[config.mk]
export PLATFORM = sky130hd
export DESIGN_NAME = sector_frame_builder
export DESIGN_NICKNAME = d
export VERILOG_FILES = /design/src/rtl/sfb_pkg.sv /design/src/rtl/sfb_control.sv /design/src/rtl/sfb_datapath.sv /design/src/rtl/sector_frame_builder.sv
export SDC_FILE = /design/constraint.sdc
export NUM_CORES = 1
export LEC_CHECK = 0
export BUFFER_PORTS_ARGS = -buffer_cell sky130_fd_sc_hd__buf_2
export CAP_MARGIN = 10
export CORE_MARGIN = 4
export CORE_UTILIZATION = 45
export CTS_CLUSTER_DIAMETER = 120
export DETAILED_ROUTE_END_ITERATION = 6
export REMOVE_ABC_BUFFERS = 1
export SKIP_CTS_REPAIR_TIMING = 1
export SLEW_MARGIN = 20
export SYNTH_ARGS = -nofsm -noshare
export SYNTH_HDL_FRONTEND = slang
export SYNTH_SLANG_ARGS = --single-unit
export TNS_END_PERCENT = 50
[constraint.sdc]
create_clock -name clk -period 6.64 [get_ports clk]
set_clock_uncertainty 0.15 [all_clocks]
set_input_delay 0.996 -clock clk [delete_from_list [all_inputs] [get_ports clk]]
set_output_delay 0.996 -clock clk [all_outputs]
set_load 0.05 [all_outputs]
[src/rtl/sfb_pkg.sv]
package sfb_pkg;
  localparam int FRAME_LEN     = 137;
  localparam int PAY_LEN       = 128;
  localparam int CNT_W         = $clog2(FRAME_LEN);
  localparam int PAY_W         = $clog2(PAY_LEN);
  // boot-track layout positions
  localparam int BOOT_PAY_OFS  = 3;
  localparam int BOOT_STOP_POS = BOOT_PAY_OFS + PAY_LEN;
  localparam int BOOT_SUM_POS  = BOOT_STOP_POS + 1;
  // data-track layout positions
  localparam int DATA_SUM_POS  = 4;
  localparam int DATA_PAY_OFS  = 7;
  localparam int DATA_STOP_POS = DATA_PAY_OFS + PAY_LEN;

  typedef enum logic [1:0] {ST_IDLE, ST_LOAD, ST_EMIT} sfbState_t;

  typedef struct packed {
    logic             latchHdr;
    logic             storeByte;
    logic             emit;
    logic             active;
    logic [CNT_W-1:0] idx;
  } ctlStrobes_t;
endpackage

[src/rtl/sfb_control.sv]
module sfb_control
  import sfb_pkg::*;
#(
  parameter int LAST_TRACK = 76
) (
  input  logic        clk,
  input  logic        rstN,
  input  logic        startValid,
  input  logic [6:0]  startTrack,
  input  logic        inValid,
  output logic        inReady,
  output logic        outValid,
  input  logic        outReady,
  output logic        outLast,
  output logic        busy,
  output logic        trackErr,
  output ctlStrobes_t strobes
);
  sfbState_t        state;
  logic [CNT_W-1:0] cnt;
  logic             trackOk;
  logic             reqIdle;

  always_comb begin
    trackOk  = int'(startTrack) <= LAST_TRACK;
    reqIdle  = (state == ST_IDLE) && startValid;
    inReady  = (state == ST_LOAD);
    outValid = (state == ST_EMIT);
    busy     = (state != ST_IDLE);
    outLast  = outValid && (cnt == CNT_W'(FRAME_LEN - 1));
    strobes.latchHdr  = reqIdle && trackOk;
    strobes.storeByte = inValid && inReady;
    strobes.emit      = outValid;
    strobes.active    = busy;
    strobes.idx       = cnt;
  end

  always_ff @(posedge clk) begin
    if (!rstN) begin
      state    <= ST_IDLE;
      cnt      <= '0;
      trackErr <= 1'b0;
    end else begin
      trackErr <= reqIdle && !trackOk;
      case (state)
        ST_IDLE: begin
          if (reqIdle && trackOk) begin
            state <= ST_LOAD;
            cnt   <= '0;
          end
        end
        ST_LOAD: begin
          if (inValid) begin
            if (cnt == CNT_W'(PAY_LEN - 1)) begin
              state <= ST_EMIT;
              cnt   <= '0;
            end else begin
              cnt <= cnt + 1'b1;
            end
          end
        end
        ST_EMIT: begin
          if (outReady) begin
            if (cnt == CNT_W'(FRAME_LEN - 1)) begin
              state <= ST_IDLE;
              cnt   <= '0;
            end else begin
              cnt <= cnt + 1'b1;
            end
          end
        end
        default: state <= ST_IDLE;
      endcase
    end
  end

  // no frame byte offered while payload is still loading
  p_no_out_in_load_r2: assert property (@(posedge clk) disable iff (!rstN)
    inReady |-> !outValid);

  // load counter never reaches the payload length
  p_load_bound_r2: assert property (@(posedge clk) disable iff (!rstN)
    inReady |-> (int'(cnt) < PAY_LEN));

  // a request during load without a byte leaves the sequencer untouched
  p_busy_start_ignored_r3: assert property (@(posedge clk) disable iff (!rstN)
    (inReady && startValid && !inValid) |=> (inReady && $stable(cnt)));

  // error pulse only ever seen while idle
  p_err_idle_r4: assert property (@(posedge clk) disable iff (!rstN)
    trackErr |-> !busy);

  // a stalled output keeps its position
  p_out_hold_r11: assert property (@(posedge clk) disable iff (!rstN)
    (outValid && !outReady) |=> (outValid && $stable(cnt)));
endmodule

[src/rtl/sfb_datapath.sv]
module sfb_datapath
  import sfb_pkg::*;
#(
  parameter int BOOT_LAST_TRACK = 5,
  parameter int HCR_FIRST_TRACK = 43
) (
  input  logic        clk,
  input  logic        rstN,
  input  ctlStrobes_t strobes,
  input  logic [6:0]  startTrack,
  input  logic [7:0]  startSector,
  input  logic [15:0] loadAddr,
  input  logic [7:0]  inData,
  output logic [7:0]  outData,
  output logic        headCurrentReduce
);
  logic [6:0]  trk;
  logic [7:0]  sec;
  logic [15:0] addr;
  logic [7:0]  sum;
  logic [7:0]  payMem [PAY_LEN];
  logic        bootFmt;
  logic [PAY_W-1:0] rdSel;
  logic [7:0]  payByte;
  int          pos;

  always_ff @(posedge clk) begin
    if (!rstN) begin
      trk  <= '0;
      sec  <= '0;
      addr <= '0;
      sum  <= '0;
    end else if (strobes.latchHdr) begin
      trk  <= startTrack;
      sec  <= startSector;
      addr <= loadAddr;
      sum  <= '0;
    end else if (strobes.storeByte) begin
      sum  <= sum + inData;
    end
  end

  always_ff @(posedge clk) begin
    if (strobes.storeByte) payMem[strobes.idx[PAY_W-1:0]] <= inData;
  end

  always_comb begin
    bootFmt = int'(trk) <= BOOT_LAST_TRACK;
    pos     = int'(strobes.idx);
    rdSel   = bootFmt ? PAY_W'(strobes.idx - CNT_W'(BOOT_PAY_OFS))
                      : PAY_W'(strobes.idx - CNT_W'(DATA_PAY_OFS));
    payByte = payMem[rdSel];
    headCurrentReduce = strobes.active && (int'(trk) >= HCR_FIRST_TRACK);
  end

  always_comb begin
    outData = 8'h00;
    if (pos == 0) begin
      outData = {1'b1, trk};
    end else if (bootFmt) begin
      if (pos == 1)                       outData = addr[7:0];
      else if (pos == 2)                  outData = addr[15:8];
      else if (pos < BOOT_STOP_POS)       outData = payByte;
      else if (pos == BOOT_STOP_POS)      outData = 8'hFF;
      else if (pos == BOOT_SUM_POS)       outData = sum;
    end else begin
      if (pos == 1)                       outData = sec;
      else if (pos == DATA_SUM_POS)       outData = sum;
      else if (pos >= DATA_PAY_OFS && pos < DATA_STOP_POS) outData = payByte;
      else if (pos == DATA_STOP_POS)      outData = 8'hFF;
    end
  end

  // the leading byte of every frame carries the set marker bit
  p_hdr_msb_r5: assert property (@(posedge clk) disable iff (!rstN)
    (strobes.emit && strobes.idx == '0) |-> outData[7]);

  // latched header does not move while an operation is active
  p_hdr_stable_r3: assert property (@(posedge clk) disable iff (!rstN)
    strobes.active |=> (!strobes.active || ($stable(trk) && $stable(sec))));

  // the sum is frozen once emission has begun
  p_sum_frozen_r9: assert property (@(posedge clk) disable iff (!rstN)
    (strobes.emit && !strobes.latchHdr) |=> (!strobes.emit || $stable(sum)));
endmodule

[src/rtl/sector_frame_builder.sv]
module sector_frame_builder
  import sfb_pkg::*;
#(
  parameter int LAST_TRACK      = 76,
  parameter int BOOT_LAST_TRACK = 5,
  parameter int HCR_FIRST_TRACK = 43
) (
  input  logic        clk,
  input  logic        rstN,
  input  logic [15:0] loadAddr,
  input  logic        startValid,
  input  logic [6:0]  startTrack,
  input  logic [7:0]  startSector,
  input  logic        inValid,
  input  logic [7:0]  inData,
  output logic        inReady,
  output logic        outValid,
  output logic [7:0]  outData,
  input  logic        outReady,
  output logic        outLast,
  output logic        busy,
  output logic        trackErr,
  output logic        headCurrentReduce
);
  ctlStrobes_t strobes;

  sfb_control #(.LAST_TRACK(LAST_TRACK)) u_ctl (
    .clk        (clk),
    .rstN       (rstN),
    .startValid (startValid),
    .startTrack (startTrack),
    .inValid    (inValid),
    .inReady    (inReady),
    .outValid   (outValid),
    .outReady   (outReady),
    .outLast    (outLast),
    .busy       (busy),
    .trackErr   (trackErr),
    .strobes    (strobes)
  );

  sfb_datapath #(
    .BOOT_LAST_TRACK (BOOT_LAST_TRACK),
    .HCR_FIRST_TRACK (HCR_FIRST_TRACK)
  ) u_dp (
    .clk               (clk),
    .rstN              (rstN),
    .strobes           (strobes),
    .startTrack        (startTrack),
    .startSector       (startSector),
    .loadAddr          (loadAddr),
    .inData            (inData),
    .outData           (outData),
    .headCurrentReduce (headCurrentReduce)
  );

  // stalled output byte holds its value
  p_data_hold_r11: assert property (@(posedge clk) disable iff (!rstN)
    (outValid && !outReady) |=> $stable(outData));

  // reduced current only during an operation
  p_hcr_busy_r10: assert property (@(posedge clk) disable iff (!rstN)
    headCurrentReduce |-> busy);

  // busy drops right after the final byte is taken
  p_done_r11: assert property (@(posedge clk) disable iff (!rstN)
    (outLast && outReady) |=> !busy);
endmodule

# After elaboration in Yosys (flattened, before gate mapping)

Memory sizes are Yosys's and may differ from the RTL's.
Cells that the tools add are included.

Memories kept: 1
Output and inout bits: 14
Memory bits (writable): 1024
Input port bits: 44
Register bits: 50

Reduce and logical (&&, ||, !) cells: 15
Equality and inequality tests: 15
Bitwise gates (word level): 1
Magnitude comparators: 6
Mux-type cells: 26
$add $sub $neg: 4

Memories:

| name        | depth | width | read ports | clocked after memory_dff | write ports | line               | RTL |
|---|---|---|---|---|---|---|---|
| u_dp.payMem | 128   | 8     | 1          | 0                        | 1           | sfb_datapath.sv:21 | `logic [7:0] payMem [PAY_LEN];` |

Operators with widths:

| cell                                                                                 | number |
|---|---|
| 8-bit 2-to-1 mux                                                                     | 16 |
| 8-bit equality test (second input constant)                                          | 4 |
| 32-bit zero test                                                                     | 1 |
| 8-bit one-hot mux with 3 select lines                                                | 1 |
| 8-bit < comparator (second input constant)                                           | 2 |
| 2-bit 2-to-1 mux                                                                     | 5 |
| 8-bit by 1-bit adder with 8-bit output (second input constant)                       | 1 |
| 8-bit adder                                                                          | 1 |
| 8-bit by 2-bit equality test with 1-bit output (second input constant)               | 1 |
| 8-bit by 3-bit equality test with 1-bit output (second input constant)               | 1 |
| 8-bit by 4-bit equality test with 1-bit output (second input constant)               | 1 |
| 8-bit by 7-bit equality test with 1-bit output (second input constant)               | 1 |
| 8-bit by 3-bit greater-or-equal comparator with 1-bit output (second input constant) | 1 |
| 7-bit by 6-bit greater-or-equal comparator with 1-bit output (second input constant) | 1 |
| 7-bit by 3-bit <= comparator with 1-bit output (second input constant)               | 1 |
| 7-bit <= comparator (second input constant)                                          | 1 |
| 1-bit logical AND                                                                    | 7 |
| 7-bit 2-to-1 mux                                                                     | 1 |
| 7-bit by 2-bit subtractor with 7-bit output (second input constant)                  | 1 |
| 7-bit by 3-bit subtractor with 7-bit output (second input constant)                  | 1 |
| 2-bit by 1-bit inequality test with 1-bit output (second input constant)             | 3 |
| 2-bit one-hot mux with 3 select lines                                                | 1 |
| 5-bit AND reduction                                                                  | 1 |
| 2-bit inequality test (second input constant)                                        | 2 |
| other kinds (10)                                                                     | 11 |

# Logic depth before layout (Yosys ltp)

Gate-level depths: netlist of the first run.

Depth in word-level cells: 8
Depth in mapped cells: 20
Mapped depth without buffers: 12

# Hierarchy

A second synthesis of the first run with hierarchy kept.

Cells, all modules: 2251
Area total of the unflattened synthesis: 43267.7 sq um

By module, submodules not included:

| module       | cells each | area each (sq um) | times used |
|---|---|---|---|
| sfb_datapath | 2165       | 42515.8           | 1 |
| sfb_control  | 86         | 752.0             | 1 |

# Least setup slack after synthesis of the first run

OpenSTA, ideal clock, no wires.

Path type: register to output
Start: register u_ctl.cnt[0]
End: output outData[2]
Arrival: 4.601 ns
Path slack: 0.893 ns
Buffers on the path: 11
Cell stages (with the launch flop): 21
Data required time: 5.494 ns
Cell sequence: dfxtp_1 buf_4 buf_4 buf_4 buf_4 clkinv_1 buf_2 buf_2 ha_1 buf_2 buf_4 buf_2 buf_4 buf_1 mux4_2 mux2i_1 nand2_1 nand3_1 a32oi_1 o22ai_1 a21oi_1

Longest elaborated chain between the ends: 8

Ends and longest elaborated chain:

| element                                                             | line                                   | RTL |
|---|---|---|
| start, declared                                                     | sfb_control.sv:20                      | `logic [CNT_W-1:0] cnt;` |
| start signal, assigned                                              | sfb_control.sv:58                      | `cnt <= cnt + 1'b1;` |
| start signal, assigned                                              | sfb_control.sv:68                      | `cnt <= cnt + 1'b1;` |
| 7-bit by 3-bit subtractor with 7-bit output (tied with other cells) | sfb_datapath.sv:51                     | `: PAY_W'(strobes.idx - CNT_W'(DATA_PAY_OFS));` |
| 7-bit 2-to-1 mux or 8-bit 2-to-1 mux (tied branches)                | sfb_datapath.sv:50, sfb_datapath.sv:65 |  |
| memory 128 x 8 bit or 8-bit 2-to-1 mux (tied branches)              | --                                     |  |
| 8-bit 2-to-1 mux, on equally long branches                          | sfb_datapath.sv:69, sfb_datapath.sv:63 |  |
| 8-bit 2-to-1 mux, on equally long branches                          | sfb_datapath.sv:68, sfb_datapath.sv:62 |  |
| 8-bit 2-to-1 mux, on equally long branches                          | sfb_datapath.sv:67, sfb_datapath.sv:61 |  |
| 8-bit 2-to-1 mux                                                    | sfb_datapath.sv:60                     | `end else if (bootFmt) begin` |
| 8-bit 2-to-1 mux (*)                                                | sfb_datapath.sv:58                     | `if (pos == 0) begin` |
| end, declared                                                       | sector_frame_builder.sv:18             | `output logic [7:0] outData,` |

Every way passes the cells marked *; elsewhere a longest branch is shown, timed or not.

# Worst setup path after layout of the first run

Start: register u_dp.trk[6]
End: output outData[2]

Longest elaborated chain between the ends: 8

Ends and longest elaborated chain:

| element                                            | line                                   | RTL |
|---|---|---|
| start, declared                                    | sfb_datapath.sv:17                     | `logic [6:0] trk;` |
| start signal, assigned                             | sfb_datapath.sv:34                     | `trk <= startTrack;` |
| 7-bit by 3-bit <= comparator with 1-bit output (*) | sfb_datapath.sv:48                     | `bootFmt = int'(trk) <= BOOT_LAST_TRACK;` |
| 7-bit 2-to-1 mux                                   | sfb_datapath.sv:50                     | `rdSel = bootFmt ? PAY_W'(strobes.idx - CNT_W'(BOOT_PAY_OFS))` |
| memory 128 x 8 bit                                 | --                                     |  |
| 8-bit 2-to-1 mux, on equally long branches         | sfb_datapath.sv:69, sfb_datapath.sv:63 |  |
| 8-bit 2-to-1 mux, on equally long branches         | sfb_datapath.sv:68, sfb_datapath.sv:62 |  |
| 8-bit 2-to-1 mux, on equally long branches         | sfb_datapath.sv:67, sfb_datapath.sv:61 |  |
| 8-bit 2-to-1 mux (*)                               | sfb_datapath.sv:60                     |  |
| 8-bit 2-to-1 mux (*)                               | sfb_datapath.sv:58                     |  |

Marks and branches as above.

==> impl_summary.log, run 1 <==
INFO  metric power_per_cell_area = 356 mW/mm^2
INFO  metric drtPass1Iterations = 6
INFO  metric cts_tree = built
INFO  metric top_count_cell_post_synth = sky130_fd_sc_hd__edfxtp_1
INFO  metric async_flop_share = 0
INFO  metric dominantRegCellSynth = sky130_fd_sc_hd__edfxtp_1
INFO  metric post_route_cells_drive_above_1_share = 0.235
INFO  metric initial_core_util = 0.455
INFO  metric reg2regPathDepth = 5
INFO  metric layout_worst_path_cycle_share = 0.969
INFO  metric whs = 0.319 ns
INFO  metric synth_seq_cells = 1,074
INFO  metric drv.max_cap_violation_count = 0
INFO  metric cts.sinks = 1,074
INFO  metric fin_setup_tns = 0 ns
INFO  metric core_region_area = 0.0953 mm^2
INFO  metric buffer_ports.inserted = 57
INFO  metric route.detailed.drc = 0
INFO  metric syn_area = 0.0434 mm^2
INFO  metric syn_area_per_cell = 19.0 um^2
INFO  metric cts_buffers = 111
INFO  metric drtAntennaViolNets = 0
INFO  metric ys_top_cells_by_count = sky130_fd_sc_hd__edfxtp_1, sky130_fd_sc_hd__mux4_2, sky130_fd_sc_hd__nor2_1
INFO  metric area_growth = 13.0%
INFO  metric end_kind = output port
INFO  metric setup_viol_count_final = 0
INFO  metric grt_remaining_overflow = 0
INFO  metric reg2reg_slack = 2.38 ns
INFO  metric timing.critical_path.from = u_dp.trk[6]
INFO  metric grt_setup_unrepaired = no
INFO  metric timing.critical_path.fanout_max = 63
INFO  metric synth_top_cell_by_area = sky130_fd_sc_hd__edfxtp_1
INFO  metric gpl.final_weighted_congestion = 0.972
INFO  metric regToRegEndpoint = u_dp.payMem[17][5]
INFO  metric worst_hold_path.num_cells = 2
INFO  metric row_count = 113
INFO  metric finalWorstPathRequiredPeriod = 6.44 ns
INFO  metric postSynthCellCount = 2,288
INFO  metric final_max_slew_viol_count = 0
INFO  metric worst_hold_startpoint = u_dp.sec[7]
INFO  metric grtUsageTotal = 0.222
INFO  metric worstSetupPathType = reg -> out
INFO  metric clock_tree.buffer_depth = 3
INFO  metric yosysTopAreaCellShare = 0.709
INFO  metric synth-edff-count = 1,024
INFO  metric critical_path_required = 5.49 ns
INFO  metric dp_hpwl = 72,500 um
INFO  metric ios = 58
INFO  metric height_of_the_die = 319 um
INFO  metric insertion_delay = 0.70 ns
INFO  metric max_slew_margin = 0.294
INFO  metric detail_route.wirelength = 114,000 um
INFO  metric synth.distinct_cells = 72
INFO  metric yosys_warnings = 0
INFO  metric critical_path_cell_count = 15
INFO  metric path_cells = nor4_1 -> nand2_2 -> inv_1 -> ha_2 -> xor2_4 -> buf_12 -> buf_12 -> mux4_2 -> mux2i_1 -> a32oi_1 -> a22oi_1 -> a32oi_1 -> o22ai_1 -> a21oi_1 -> buf_2
INFO  metric antennaDiodeCount = 0
INFO  metric drt-vias-per-instance = 6.13
INFO  metric ir_drop = 245 uV
INFO  metric synth-seq-area-share = 0.732
INFO  metric setup.worst_path.end = outData[2]
INFO  metric routed_wire_per_std_cell = 30.5 um
INFO  metric antenna_found_initial = 3
INFO  metric critPathBufInv = 4
INFO  metric hold_path_class = reg -> reg
INFO  metric pin_count_of_the_biggest_net_entering_global_routing = 87
INFO  metric grt_pass1_wl = 165,000 um
INFO  metric grt_pass1_vias = 23,300
INFO  metric worstPathArrival = 5.29 ns
INFO  metric nFillCells = 7,627
INFO  metric outcome = completed
INFO  metric cts_htree_levels = 3
INFO  metric fmax = 155 MHz
INFO  metric initial_detailed_routing_violation_count = 2,975
INFO  metric leakagePower = 15.5 nW
INFO  metric final_critical_path_setup_slack = 0.204 ns
INFO  metric design.final.nets = 2,449
INFO  metric cp_top_family = compound AO/OA/AOI/OAI gates
INFO  metric critPathSlowestCell = sky130_fd_sc_hd__a21oi_1
INFO  metric clk_root_buffer_cell = sky130_fd_sc_hd__clkbuf_16
INFO  metric final_report_hold_violation_count = 0
INFO  metric rr_startpoint = u_ctl.state[1]
INFO  metric dieArea = 0.101 mm^2
INFO  metric die_width = 319 um
INFO  metric worstSetupStartpointType = flip-flop
INFO  metric max_stage_delay = 0.64 ns
INFO  metric measured_slew_at_the_worst_slew_check_pin = 1.06 ns
INFO  metric route.vias.total = 22,900
INFO  metric clkTransAtPathRegs = 0.06 ns
INFO  metric pre_cts_ws = 0.539 ns
INFO  metric synth_top_cells_by_area = sky130_fd_sc_hd__edfxtp_1, sky130_fd_sc_hd__mux4_2, sky130_fd_sc_hd__dfxtp_1
per-layer routing:
layer	up-vias	routed length, um	GRT usage
li1	9475	-	-
met1	12200	47700	0.321
met2	1030	53500	0.348
met3	220	9190	0.0402
met4	2	3550	0.0654
met5	-	13	0
stage by stage:
| stage | cells | instance area, um^2 | utilization | power (mW) |
|---|---|---|---|---|
| 6_report | 3741 | 49000 | 0.514 | 17.5 |
| 3_5_place_dp | 3530 | 45200 | 0.475 | 11.4 |
| 5_1_grt | 3741 | 49000 | 0.514 | 18.0 |
| 4_1_cts | 3732 | 48900 | 0.513 | 17.5 |
| 2_1_floorplan | 2156 | 42700 | - | 10.9 |
| 3_3_place_gp | 3529 | 45200 | 0.474 | 11.4 |
power by group:
part           switching, mW  internal [mW]
Sequential            0.0457           7.46
Combinational           2.19           1.55
Clock                   2.59           3.63
final cells by class:
| class | count | area (um^2) | share of cell area |
|---|---|---|---|
| Tap cell | 1265 | 1580 | 0.0323 |
| Clock inverter | 62 | 662 | 0.0135 |
| Timing Repair Buffer | 116 | 956 | 0.0195 |
| Sequential cell | 1074 | 31800 | 0.648 |
| Clock buffer | 140 | 2980 | 0.0608 |
| Inverter | 15 | 56.3 | 0.00115 |
| Multi-Input combinational cell | 1069 | 11000 | 0.225 |
logic make-up (layout without fill, tap and decap cells):
logic type	count (synthesis)	in the layout	share of synthesized area
AO/OA/AOI/OAI	226	226	0.0353
XOR/XNOR	16	17	0.00401
adder cells (fa/ha/maj)	18	18	0.00536
buffers and inverters	147	333	0.0172
flip-flops	1074	1074	0.732
multiplexers	361	361	0.162
AND/OR/NAND/NOR	446	447	0.0442
sequential cells by signal, indices dropped and copies added, names as in the netlist:
register and flops:
u_dp.sum 8, u_ctl.trackErr 1, u_dp.addr 16, u_ctl.state 2, u_dp.sec 8, u_ctl.cnt 8, u_dp.trk 7, u_dp.payMem 1024
layout by cell type, fill, tap and decap left out, types with 8 or more instances in the layout:
cell,Yosys,layout
sky130_fd_sc_hd__clkinv_2,0,16
sky130_fd_sc_hd__o211ai_1,8,8
sky130_fd_sc_hd__ha_1,17,15
sky130_fd_sc_hd__nor2_1,181,179
sky130_fd_sc_hd__clkinv_1,1,24
sky130_fd_sc_hd__buf_2,66,46
sky130_fd_sc_hd__nand3_1,24,22
sky130_fd_sc_hd__buf_4,14,53
sky130_fd_sc_hd__mux2i_1,83,83
sky130_fd_sc_hd__a221oi_1,9,9
sky130_fd_sc_hd__bufinv_16,0,12
sky130_fd_sc_hd__dfxtp_1,50,49
sky130_fd_sc_hd__a21oi_1,61,60
sky130_fd_sc_hd__mux4_2,273,273
sky130_fd_sc_hd__edfxtp_1,1024,1024
sky130_fd_sc_hd__clkbuf_1,40,22
sky130_fd_sc_hd__nor2b_1,27,27
sky130_fd_sc_hd__a211oi_1,22,22
sky130_fd_sc_hd__a21boi_0,31,31
sky130_fd_sc_hd__inv_1,14,14
sky130_fd_sc_hd__nand4_1,8,8
sky130_fd_sc_hd__buf_12,1,14
sky130_fd_sc_hd__nand2_1,161,160
sky130_fd_sc_hd__clkbuf_16,0,114
sky130_fd_sc_hd__o21ai_0,30,30
sky130_fd_sc_hd__nor3_1,12,12
worst min-delay path by stage:
stage	to	slack [ns]
2_1_floorplan	u_dp.addr[15]	0.29
3_3_place_gp	u_dp.addr[4]	0.31
3_5_place_dp	u_dp.sec[7]	0.31
4_1_cts	u_dp.sec[7]	0.32
5_1_grt	u_dp.addr[0]	0.35
6_report	u_dp.sec[7]	0.32
tightest hold or removal path, cell delays in order, from the launching register on:
cell and delay (ns):
sky130_fd_sc_hd__dfxtp_1 0.31, sky130_fd_sc_hd__nand2_1 0.05, sky130_fd_sc_hd__a21boi_0 0.06
Power figures use the tool's default switching activity.
==> run 2: changes to the inputs <==
--- a/config.mk
+++ b/config.mk
@@ -16,5 +16,6 @@
 export SLEW_MARGIN = 20
 export SYNTH_ARGS = -nofsm -noshare
 export SYNTH_HDL_FRONTEND = slang
+export SYNTH_HIERARCHICAL = 1
 export SYNTH_SLANG_ARGS = --single-unit
 export TNS_END_PERCENT = 50
==> run 2 against run 1 <==
Net effect: the run now ends with DRC left; first-iteration DRC count fell by 2.6%; utilization fell by 0.26 points; via count fell by 1.8%; global-route usage fell by 0.63 points; critical path type unchanged; maximum frequency fell by 1.5%; design area fell by 0.66%; combinational power fell by 53%; worst hold slack improved by 0.036 ns; total power fell by 14%; worst setup slack got worse by 0.097 ns; count of clock-buffer cells in the layout rose by 2; highest routed layer unchanged; largest cell class unchanged.
==> impl_summary.log, run 2 <==
INFO  metric grt_pass1_vias = 22,800 (-1.8%)
INFO  metric layout_worst_path_cycle_share = 0.984 (+0.0146)
INFO  metric cts_tree = built
INFO  metric postSynthCellCount = 2,250 (-1.7%)
INFO  metric largest_reg_flops = 1,024 (unchanged)
INFO  metric power_per_cell_area = 308 mW/mm^2 (-14%)
INFO  metric met2_length = 51,400 um (-4.1%)
INFO  metric initial_detailed_routing_violation_count = 2,899 (-2.6%)
INFO  metric clkTransAtPathRegs = 0.06 ns (about the same)
INFO  metric height_of_the_die = 318 um (-0.15%)
INFO  metric initial_core_util = 0.455 (-0.000691)
INFO  metric placed_cells = 3,523 (-0.20%)
INFO  metric path_cells = or4_1 -> a21oi_1 -> buf_4 -> ha_1 -> a211o_1 -> or3_1 -> a211oi_1 -> buf_4 -> o21ai_0 -> o31ai_1 -> a211oi_2 -> a31oi_1 -> buf_2
INFO  metric worstSetupStartpointType = flip-flop
INFO  metric ios = 58 (unchanged)
INFO  metric grt_remaining_overflow = 0 (unchanged)
INFO  metric drtAntennaViolNets = 0 (unchanged)
INFO  metric route.vias.total = 22,500 (-1.8%)
INFO  metric worst_path_most_repeated_cell = sky130_fd_sc_hd__buf_4
INFO  metric timing.critical_path.from = u_dp/trk[3]
INFO  metric antenna_found_initial = 3 (unchanged)
INFO  metric end_kind = output port
INFO  metric net_switching_power = 3.59 mW (-26%)
INFO  metric ir_drop = 237 uV (-3.1%)
INFO  metric gpl.final_weighted_congestion = 0.912 (-6.1%)
INFO  metric top_layer_used = met5
INFO  metric ff_latch_area = 0.0318 mm^2 (unchanged)
INFO  metric setup.worst_path.end = outData[2]
INFO  metric drv.max_cap_violation_count = 0 (unchanged)
INFO  metric insertion_delay = 0.68 ns (-0.02 ns)
INFO  metric timing.critical_path.fanout_max = 8 (-87%)
INFO  metric die_width = 318 um (-0.15%)
INFO  metric final_critical_path_setup_slack = 0.108 ns (-0.0969 ns)
INFO  metric worstPathArrival = 5.39 ns (+0.10 ns)
INFO  metric detail_route.wirelength = 110,000 um (-3.9%)
INFO  metric rr_startpoint = u_ctl/state[1]
INFO  metric critPathBufInv = 3 (-1)
INFO  metric drt-vias-per-instance = 6.05 (-1.3%)
INFO  metric hold_path_class = reg -> reg
INFO  metric power.combinational.fraction = 0.116 (-0.098)
INFO  metric setup_viol_count_final = 0 (unchanged)
INFO  metric design.final.nets = 2,433 (-0.65%)
INFO  metric detail_route.wirelength.met1 = 45,800 um (-4.0%)
INFO  metric p_int = 11.4 mW (-9.9%)
INFO  metric measured_slew_at_the_worst_slew_check_pin = 1.17 ns (+0.113 ns)
INFO  metric finish.instance_area = 0.0487 mm^2 (-0.66%)
INFO  metric syn_area_per_cell = 19.2 um^2 (+1.4%)
INFO  metric worstSetupPathType = reg -> out
INFO  metric met3RoutedLength = 9290 um (+1.2%)
INFO  metric row_count = 113 (unchanged)
INFO  metric leakagePower = 15.1 nW (-2.5%)
INFO  metric area_of_the_multi_input_gates = 0.0110 mm^2 (-0.51%)
INFO  metric yosys_warnings = 6 (+6)
INFO  metric routed_wire_per_std_cell = 29.4 um (-3.5%)
INFO  metric reg2reg_slack = 2.81 ns (+0.43 ns)
INFO  metric finish.cell_count_without_fillers = 3,722 (-0.51%)
INFO  metric route.detailed.drc = 21 (+21)
INFO  metric pre_cts_ws = 0.678 ns (+0.140 ns)
INFO  metric clock_tree.buffer_depth = 3 (unchanged)
INFO  metric place_area = 0.0453 mm^2 (+0.14%)
INFO  metric violations = DRC
INFO  metric max_stage_delay = 0.58 ns (-0.06 ns)
INFO  metric dp_hpwl = 70,300 um (-3.0%)
INFO  metric pin_count_of_the_biggest_net_entering_global_routing = 106 (+22%)
INFO  metric cp_top_family = compound AO/OA/AOI/OAI gates
INFO  metric fmax = 153 MHz (-1.5%)
INFO  metric final_max_slew_viol_count = 0 (unchanged)
INFO  metric critical_path_required = 5.49 ns (about the same)
INFO  metric buffer_ports.inserted = 57 (unchanged)
INFO  metric cts_htree_levels = 3 (unchanged)
INFO  metric area_growth = 12.6%
INFO  metric grt_pass1_wl = 161,000 um (-2.5%)
INFO  metric dieArea = 0.101 mm^2 (-0.29%)
INFO  metric post_route_cells_drive_above_1_share = 0.243 (+0.00843)
INFO  metric reg2regPathDepth = 9 (+4)
INFO  metric syn_area = 0.0433 mm^2 (-0.30%)
INFO  metric power_frac_seq = 0.500 (+0.070)
INFO  metric critical_path_cell_count = 13 (-2)
INFO  metric core_region_area = 0.0952 mm^2 (-0.15%)
INFO  metric cts.sinks = 1,074 (unchanged)
INFO  metric grtUsageTotal = 0.215 (-0.00632)
INFO  metric final_report_hold_violation_count = 0 (unchanged)
INFO  metric finalWorstPathRequiredPeriod = 6.53 ns (+0.0969 ns)
INFO  metric outcome = finished, violations left
INFO  metric cts_buffers = 109 (-1.8%)
INFO  metric layout.cells.most_common = sky130_fd_sc_hd__edfxtp_1
INFO  metric grt_setup_unrepaired = yes
INFO  metric clk_root_buffer_cell = sky130_fd_sc_hd__clkbuf_16
INFO  metric max_slew_margin = 0.221 (-0.0728)
INFO  metric regToRegEndpoint = u_dp/payMem[107][2]
INFO  metric netSwitchingFraction = 0.240 (-0.0365)
INFO  metric power.share.clock = 0.384 (+0.028)
INFO  metric critPathSlowestCell = sky130_fd_sc_hd__o31ai_1
INFO  metric nFillCells = 7,524 (-1.4%)
INFO  metric drtPass1Iterations = 7 (+1)
INFO  metric most_frequent_cells_in_the_layout = sky130_fd_sc_hd__edfxtp_1, sky130_fd_sc_hd__mux4_2, sky130_fd_sc_hd__nor2_1, sky130_fd_sc_hd__nand2_1, sky130_fd_sc_hd__clkbuf_16
==> run 2: layer usage <==
layer / global-route usage / vias up
li1: - / 9409
met1: 0.310 / 11900
met2: 0.332 / 977
met3: 0.0507 / 190
met4: 0.0644 / 2
met5: 0 / -
==> run 2: cell type report <==
cell class	count	area share
Clock buffer	142	0.0605
Sequential cell	1074	0.652
Clock inverter	55	0.00820
Timing Repair Buffer	128	0.0193
Multi-Input combinational cell	1030	0.225
Inverter	27	0.00208
Antenna cell	1	0.0000514
Tap cell	1265	0.0325
==> run 2: worst reg2reg max path: cells and delay by family (launching register included) <==
family	cells	cell delay (ns)
buffers and inverters	4	1.03
adder cells (fa/ha/maj)	1	0.29
AND/OR/NAND/NOR	4	1.65
flip-flops	1	0.33
==> run 2: worst min path at each step <==
stage,start,to,cells past startpoint
finish,u_ctl/state[1],u_ctl/state[1],2
global route,u_ctl/state[1],u_ctl/state[1],2
CTS,u_ctl/state[1],u_ctl/state[1],2
detailed placement,u_ctl/state[1],u_ctl/state[1],2
global placement,u_ctl/state[0],u_ctl/state[0],2
floorplan,u_ctl/state[1],u_ctl/state[1],2
==> run 2: power groups by stage <==
| stage | Clock (mW) | Combinational [mW] | Sequential, mW |
|---|---|---|---|
| finish | 5.75 | 1.74 | 7.50 |
| CTS | 5.88 | 1.74 | 7.49 |
| detailed placement | 0 | 1.73 | 7.63 |
| global route | 6.19 | 1.83 | 7.49 |
| global placement | 0 | 1.72 | 7.63 |
| floorplan | 0 | 1.28 | 7.70 |
==> run 2: per-stage QoR <==
stage	total power, mW	utilization	TNS, ns	hold WS (ns)
2_1_floorplan	8.98	-	-6149.89	0.305
3_3_place_gp	9.35	0.476	0	0.313
3_5_place_dp	9.37	0.476	0	0.344
4_1_cts	15.1	0.511	-0.144	0.351
5_1_grt	15.5	0.512	-0.0000568	0.365
6_report	15.0	0.512	0	0.356
